**src/rtl/quad_sorter_pkg.sv**
```systemverilog
// Shared constants for the four-lane sorter.
// Assumes a fixed lane count of four, which the comparator schedule relies on.
package quad_sorter_pkg;
    localparam int LANES = 4;
    localparam int DEPTH = 3;
endpackage

```
**src/rtl/qs_cmp_swap.sv**
```systemverilog
// Combinational compare-and-swap: emits the lower and the higher of two
// unsigned values. Assumes equal values may leave in either order.
module qs_cmp_swap #(
    parameter int ELEM_W = 8
) (
    input  logic [ELEM_W-1:0] a,
    input  logic [ELEM_W-1:0] b,
    output logic [ELEM_W-1:0] lo,
    output logic [ELEM_W-1:0] hi
);
    // Pick the order of the pair by an unsigned compare.
    always_comb begin
        if (a <= b) begin
            lo = a;
            hi = b;
        end else begin
            lo = b;
            hi = a;
        end
    end
endmodule

```
**src/rtl/qs_stage.sv**
```systemverilog
// One register stage of the sorting network. STAGE picks the comparators:
// stage 1 orders lanes (0,1) and (2,3), stage 2 orders (0,2) and (1,3),
// stage 3 orders (1,2) and passes lanes 0 and 3 through.
// Assumes four lanes. Only the valid bit is reset; the data is left as it is.
module qs_stage
    import quad_sorter_pkg::*;
#(
    parameter int ELEM_W = 8,
    parameter int STAGE  = 1
) (
    input  logic                          clk,
    input  logic                          rst_n,
    input  logic                          in_valid,
    input  logic [LANES-1:0][ELEM_W-1:0]  in_lanes,
    output logic                          out_valid,
    output logic [LANES-1:0][ELEM_W-1:0]  out_lanes
);
    logic [LANES-1:0][ELEM_W-1:0] nxt;

    generate
        if (STAGE == 3) begin : g_mid
            localparam int LO_I = 1;
            localparam int HI_I = 2;
            // Middle pair only; the outer lanes already hold the extremes.
            qs_cmp_swap #(.ELEM_W(ELEM_W)) u_cs (
                .a (in_lanes[LO_I]), .b (in_lanes[HI_I]),
                .lo(nxt[LO_I]),      .hi(nxt[HI_I])
            );
            assign nxt[0] = in_lanes[0];
            assign nxt[3] = in_lanes[3];
        end else begin : g_two
            localparam int A_LO = 0;
            localparam int A_HI = (STAGE == 1) ? 1 : 2;
            localparam int B_LO = (STAGE == 1) ? 2 : 1;
            localparam int B_HI = 3;
            qs_cmp_swap #(.ELEM_W(ELEM_W)) u_cs_a (
                .a (in_lanes[A_LO]), .b (in_lanes[A_HI]),
                .lo(nxt[A_LO]),      .hi(nxt[A_HI])
            );
            qs_cmp_swap #(.ELEM_W(ELEM_W)) u_cs_b (
                .a (in_lanes[B_LO]), .b (in_lanes[B_HI]),
                .lo(nxt[B_LO]),      .hi(nxt[B_HI])
            );
        end
    endgenerate

    // Track the bundle valid bit, cleared by synchronous reset.
    always_ff @(posedge clk) begin
        if (!rst_n) out_valid <= 1'b0;
        else        out_valid <= in_valid;
    end

    // Capture the partly ordered lanes every cycle.
    always_ff @(posedge clk) begin
        out_lanes <= nxt;
    end
endmodule

```
**src/rtl/quad_sorter.sv**
```systemverilog
// Pipelined four-lane ascending sorter: three chained network stages, one
// bundle per cycle, fixed latency of DEPTH cycles. Assumes no backpressure.
module quad_sorter
    import quad_sorter_pkg::*;
#(
    parameter int ELEM_W = 8
) (
    input  logic                          clk,
    input  logic                          rst_n,
    input  logic                          in_valid,
    input  logic [LANES-1:0][ELEM_W-1:0]  in_data,
    output logic                          out_valid,
    output logic [LANES-1:0][ELEM_W-1:0]  out_data
);
    logic [DEPTH:0]                         v_chain;
    logic [DEPTH:0][LANES-1:0][ELEM_W-1:0]  d_chain;

    assign v_chain[0] = in_valid;
    assign d_chain[0] = in_data;

    generate
        for (genvar s = 0; s < DEPTH; s++) begin : g_stage
            qs_stage #(.ELEM_W(ELEM_W), .STAGE(s + 1)) u_stage (
                .clk      (clk),
                .rst_n    (rst_n),
                .in_valid (v_chain[s]),
                .in_lanes (d_chain[s]),
                .out_valid(v_chain[s+1]),
                .out_lanes(d_chain[s+1])
            );
        end
    endgenerate

    assign out_valid = v_chain[DEPTH];
    assign out_data  = d_chain[DEPTH];
endmodule

```
**config.mk**
```make
export PLATFORM = sky130hd
export DESIGN_NAME = quad_sorter
export DESIGN_NICKNAME = d
export VERILOG_FILES = /design/src/rtl/quad_sorter_pkg.sv /design/src/rtl/qs_cmp_swap.sv /design/src/rtl/qs_stage.sv /design/src/rtl/quad_sorter.sv
export SDC_FILE = /design/constraint.sdc
export NUM_CORES = 1
export LEC_CHECK = 0
export CORE_ASPECT_RATIO = 1.5
export CORE_MARGIN = 4
export CORE_UTILIZATION = 58
export DETAILED_ROUTE_END_ITERATION = 10
export PLACE_DENSITY_LB_ADDON = 0.12
export SKIP_LAST_GASP = 1
export SYNTH_ARGS = -nofsm -noshare
export SYNTH_HDL_FRONTEND = slang
export SYNTH_SLANG_ARGS = --single-unit
```
**constraint.sdc**
```tcl
create_clock -name clk -period 5.3 [get_ports clk]
set_clock_uncertainty 0.1 [all_clocks]
set_input_delay 0.795 -clock clk [delete_from_list [all_inputs] [get_ports clk]]
set_output_delay 0.795 -clock clk [all_outputs]
set_load 0.02 [all_outputs]
```
After elaboration in Yosys (flattened, before gate mapping)
Cells that the tools add are included.
Word-level totals
  bits in registers: 99
  input bits: 35
Operators by class
  magnitude comparators: 5
  multiplexer cells: 10
Operator list (number)
  two-way mux 8 bit: 10
  <= comparator 8 bit: 5

Logic depth before layout (Yosys ltp)
  depth in word-level cells: 2
  gate-level depth with buffers: 8

By module
A second synthesis with hierarchy kept.
Unflattened totals
  cells, all modules: 322
  area, all modules: 4419.2 um^2
By module, submodules not included
  qs_stage: instances 3, cells an instance 34, area each 666.9 um^2, seq. area each 660.6 um^2
  qs_cmp_swap at g_stage[0].u_stage.g_two.u_cs_a ...: instances 4, cells an instance 44, area each 485.5 um^2, seq. area each 0.0 um^2
  qs_cmp_swap at g_stage[0].u_stage.g_two.u_cs_b: instances 1, cells an instance 44, area each 476.7 um^2, seq. area each 0.0 um^2

Worst setup path before layout
No wires, ideal clock.
  path kind: input port to flip-flop
  start point: input port in_data[25] in the netlist's numbering
  end point: register g_stage[0].u_stage.out_lanes[16] in the netlist's numbering
  setup time: 0.121 ns
  arrival: 2.145 ns
  required time: 5.079 ns
  setup slack: 2.934 ns
  stages: 8
  path buffers: 1
  cell sequence: inv_1 > ha_1 > nor2b_4 > o211ai_2 > a21oi_2 > o22ai_4 > buf_8 > mux2_4
Between the ends
  word-level cells in the longest chain between the ends: 2
Ends and longest elaborated chain
  start: declaration: RTL line quad_sorter.sv:11  | input logic [LANES-1:0][ELEM_W-1:0] in_data,
  <= comparator 8 bit: RTL line qs_cmp_swap.sv:13  | if (a <= b) begin
  two-way mux 8 bit: RTL line qs_cmp_swap.sv:13
  named net g_stage[0].u_stage.g_two.u_cs_b.lo[0]: RTL line qs_cmp_swap.sv:8  | output logic [ELEM_W-1:0] lo,
  end signal: assignment: RTL line qs_stage.sv:55  | out_lanes <= nxt;
  end: declaration: RTL line qs_stage.sv:16  | output logic [LANES-1:0][ELEM_W-1:0] out_lanes
The timed path passes the listed nets, and every way through them passes these cells.
A chain may end at the register's enable or synchronous reset.

Final worst setup path
  start point: input port in_data[11] in the netlist's numbering
  end point: register g_stage[0].u_stage.out_lanes[7] in the netlist's numbering
Between the ends
  word-level cells in the longest chain between the ends: 2
Ends and longest elaborated chain (RTL line)
  <= comparator 8 bit: qs_cmp_swap.sv:13
  two-way mux 8 bit: qs_cmp_swap.sv:13
  named net g_stage[0].u_stage.g_two.u_cs_a.lo[7]: qs_cmp_swap.sv:8
The timed path passes the listed nets, and every way through them passes these cells.

==> impl_metrics.ini <==
[detailed_routing]
drc = 0
drt_iter0_drc = 48
ant_nets = 0
vias = 2509
viasPerCell = 5.00
first_pass_iters = 3
detail_route.wl_per_cell_um = 13.9
wl_um = 6990

[cts]
post_cts_buffers = 0
insertion_delay_ns = 0.34
cts_tree = built
holdBufCountCts = 0
cts_resized = 0
cts.sinks = 99
clockBufferDepth = 2
clk_pin_slew_ns = 0.06
htreeDepth = 3
cts_buffers = 9
cts_root_buffer = clkbuf_16

[synth]
synth_simple_gate_area_share_pct = 4.54
ys_ff_latch = 99
synth_xor_area_share_pct = 0
yosysTopAreaCell = dfxtp_1
yosys-top-cells-area = dfxtp_1, mux2_4, ha_1
synthCells = 354
yosysSeqAreaShare_pct = 43.0
synth-compound-area-share_pct = 7.72
syn_nets = 429
synth_common_cells = dfxtp_1, mux2_4, ha_1, inv_1, buf_4
synth-edff-count = 0
yosysWarnings = 0
muxShareOfSynthArea_pct = 23.6
avgSynthCellArea_um2 = 13.0
ys_async_sr_fraction_pct = 0
yosysTopAreaCellShare_pct = 43.0
synth_ff_type = dfxtp_1
synthesis.area_um2 = 4610
synth_cell_types = 20
synth_top_family_by_area = multiplexers
synth_fa_ha_area_share_pct = 10.9
synth.most_common_cell = dfxtp_1

[floorplan]
die_height_um = 117
die_x_um = 80.8
num_rows = 39
initial_utilization_pct = 60.1
io_pins = 68
die_area_um2 = 9460
core-area_um2 = 7660

[sta]
clock.fmax_ghz = 0.357
rsz0062_at_grt = false
final_max_slew_viol_count = 0
setup-violations-final = 0
final_hold_viol_count = 0
tightest_slew_ns = 0.661
period_share_pct = 52.9
maxSlewHeadroom_pct = 55.9
setup_tns_ns = 0
min_period_ns = 2.80

[global_route]
grt_use_total_pct = 16.2
grt_pass1_wl_um = 11400
grt_use_met3_pct = 4.90
grt-busiest-layer = met2
met1_usage_pct = 15.8
grt_max_degree = 17
grt_pass1_vias = 2458
antenna_found_initial = 0
globalRouteMet2Util_pct = 31.3
grt_overflow_total = 0

[critical_path]
cp_slowest_cell = clkdlybuf4s50_1
r2r_slack_ns = 3.03
cp.arrival_ns = 2.93
cp.required_ns = 5.42
cp_max_fo = 16
worst_setup_path_start_kind = primary input
cpPeakStageDelay_ns = 0.51
crit_path_end_kind = flop
crit_type = primary input to flop
path_cells = clkdlybuf4s50_1 > inv_1 > ha_1 > a21oi_1 > a21oi_2 > o22ai_4 > mux2_2
r2r.worst_path.cells = 7
r2r-start = g_stage[0].u_stage.out_lanes[17]
r2r-end = g_stage[1].u_stage.out_lanes[17]

[status]
status = finished clean

[final_layout]
utilization_pct = 70.4
fin_area_um2 = 5400
multiInputGateArea_um2 = 2150
fill_cells = 582
nets = 470
final-seq-area_um2 = 1980
drive_above_1_share_pct = 31.5
area_growth_syn_to_layout_pct = 17.2
n_antenna_cell = 0

[placed_design]
post_dp_cell_area_um2 = 5080
numPortBuffers = 67
gp_congestion = 0.791
dpl.hpwl_um = 5780

[hold_path]
hp-class = flop to flop
whs_endpoint = g_stage[2].u_stage.out_lanes[24]
holdPathStages = 0
hp-start = g_stage[1].u_stage.out_lanes[24]

[power]
vdd_drop_max_mv = 0.251
p_leak_nw = 2.48
power_density_nw_per_um2 = 487
finalPower_mw = 2.63

[job]
maxCapViolCount = 0
-- sequential cells by signal, indices dropped and copies added, names as in the netlist --
| name | cells |
|---|---|
| g_stage.u_stage.out_lanes | 96 |
| g_stage.u_stage.out_valid | 3 |
-- cells by family (layout without fill, tap and decap cells) --
group,after synthesis,count (layout)
compound gates,35,35
simple gates,23,23
mux,80,80
fa+ha+maj,40,40
buf+inv,77,123
flops,99,99
-- layout make-up --
cell class | instances | share of cell area, %
clock buffers | 11 | 4.68
clock inverters | 5 | 1.11
inverters | 40 | 2.78
multi-input cells | 178 | 39.9
flip-flops and latches | 99 | 36.7
well taps | 102 | 2.36
repair buffers | 67 | 12.4
-- layout by cell type, fill, tap and decap left out, types with 2 or more instances in the layout --
| master | netlist | routed |
|---|---|---|
| dfxtp_1 | 99 | 99 |
| clkdlybuf4s50_1 | 0 | 67 |
| mux2_4 | 50 | 50 |
| inv_1 | 40 | 40 |
| ha_1 | 40 | 40 |
| mux2_2 | 30 | 30 |
| a21oi_1 | 15 | 15 |
| clkbuf_16 | 0 | 9 |
| nand4_1 | 5 | 5 |
| nor2b_4 | 5 | 5 |
| o211ai_2 | 5 | 5 |
| a21oi_2 | 5 | 5 |
| nand2_1 | 5 | 5 |
| o22ai_4 | 5 | 5 |
| o21ai_4 | 4 | 4 |
| nand4_2 | 4 | 4 |
| and2_1 | 3 | 3 |
| clkbuf_8 | 0 | 2 |
-- worst max path at each step --
stage | from | endpoint | slack [ns] | depth (start not counted)
floorplan | in_data[25] | g_stage[0].u_stage.out_lanes[16] | 2.93 | 8
global placement | in_data[27] | g_stage[0].u_stage.out_lanes[25] | 2.16 | 7
detailed placement | in_data[11] | g_stage[0].u_stage.out_lanes[15] | 2.11 | 7
CTS | in_data[11] | g_stage[0].u_stage.out_lanes[7] | 2.47 | 7
global route | in_data[9] | g_stage[0].u_stage.out_lanes[7] | 2.39 | 8
finish | in_data[11] | g_stage[0].u_stage.out_lanes[7] | 2.50 | 7
-- routing by layer --
metal  part of all wire [%]  wire [um]
met4                    1.6        115
met5                      0          0
met2                     57       3960
met3                    4.9        344
met1                     37       2580
-- report_power, final --
part	total [mW]	leakage, nW	internal, mW	switching [mW]
clock network	0.654	0.152	0.393	0.262
logic	0.943	1.49	0.531	0.412
registers	1.03	0.835	0.943	0.0876
total	2.63	2.48	1.87	0.761
-- metrics by stage --
stage | hold WS (ns) | worst slack (ns) | cells
after floorplan | 0.210 | 2.93 | 354
after global placement | 0.210 | 2.16 | 486
after detailed placement | 0.214 | 2.11 | 486
after CTS | 0.229 | 2.47 | 502
after global routing | 0.231 | 2.39 | 502
final | 0.227 | 2.50 | 502
-- critical path, delay by kind of cell --
kind            cells  cell delay [ns]
fa+ha+maj           1             0.32
buf+inv             2             0.57
compound gates      3             0.84
mux                 1             0.41
Power figures use the tool's default switching activity.
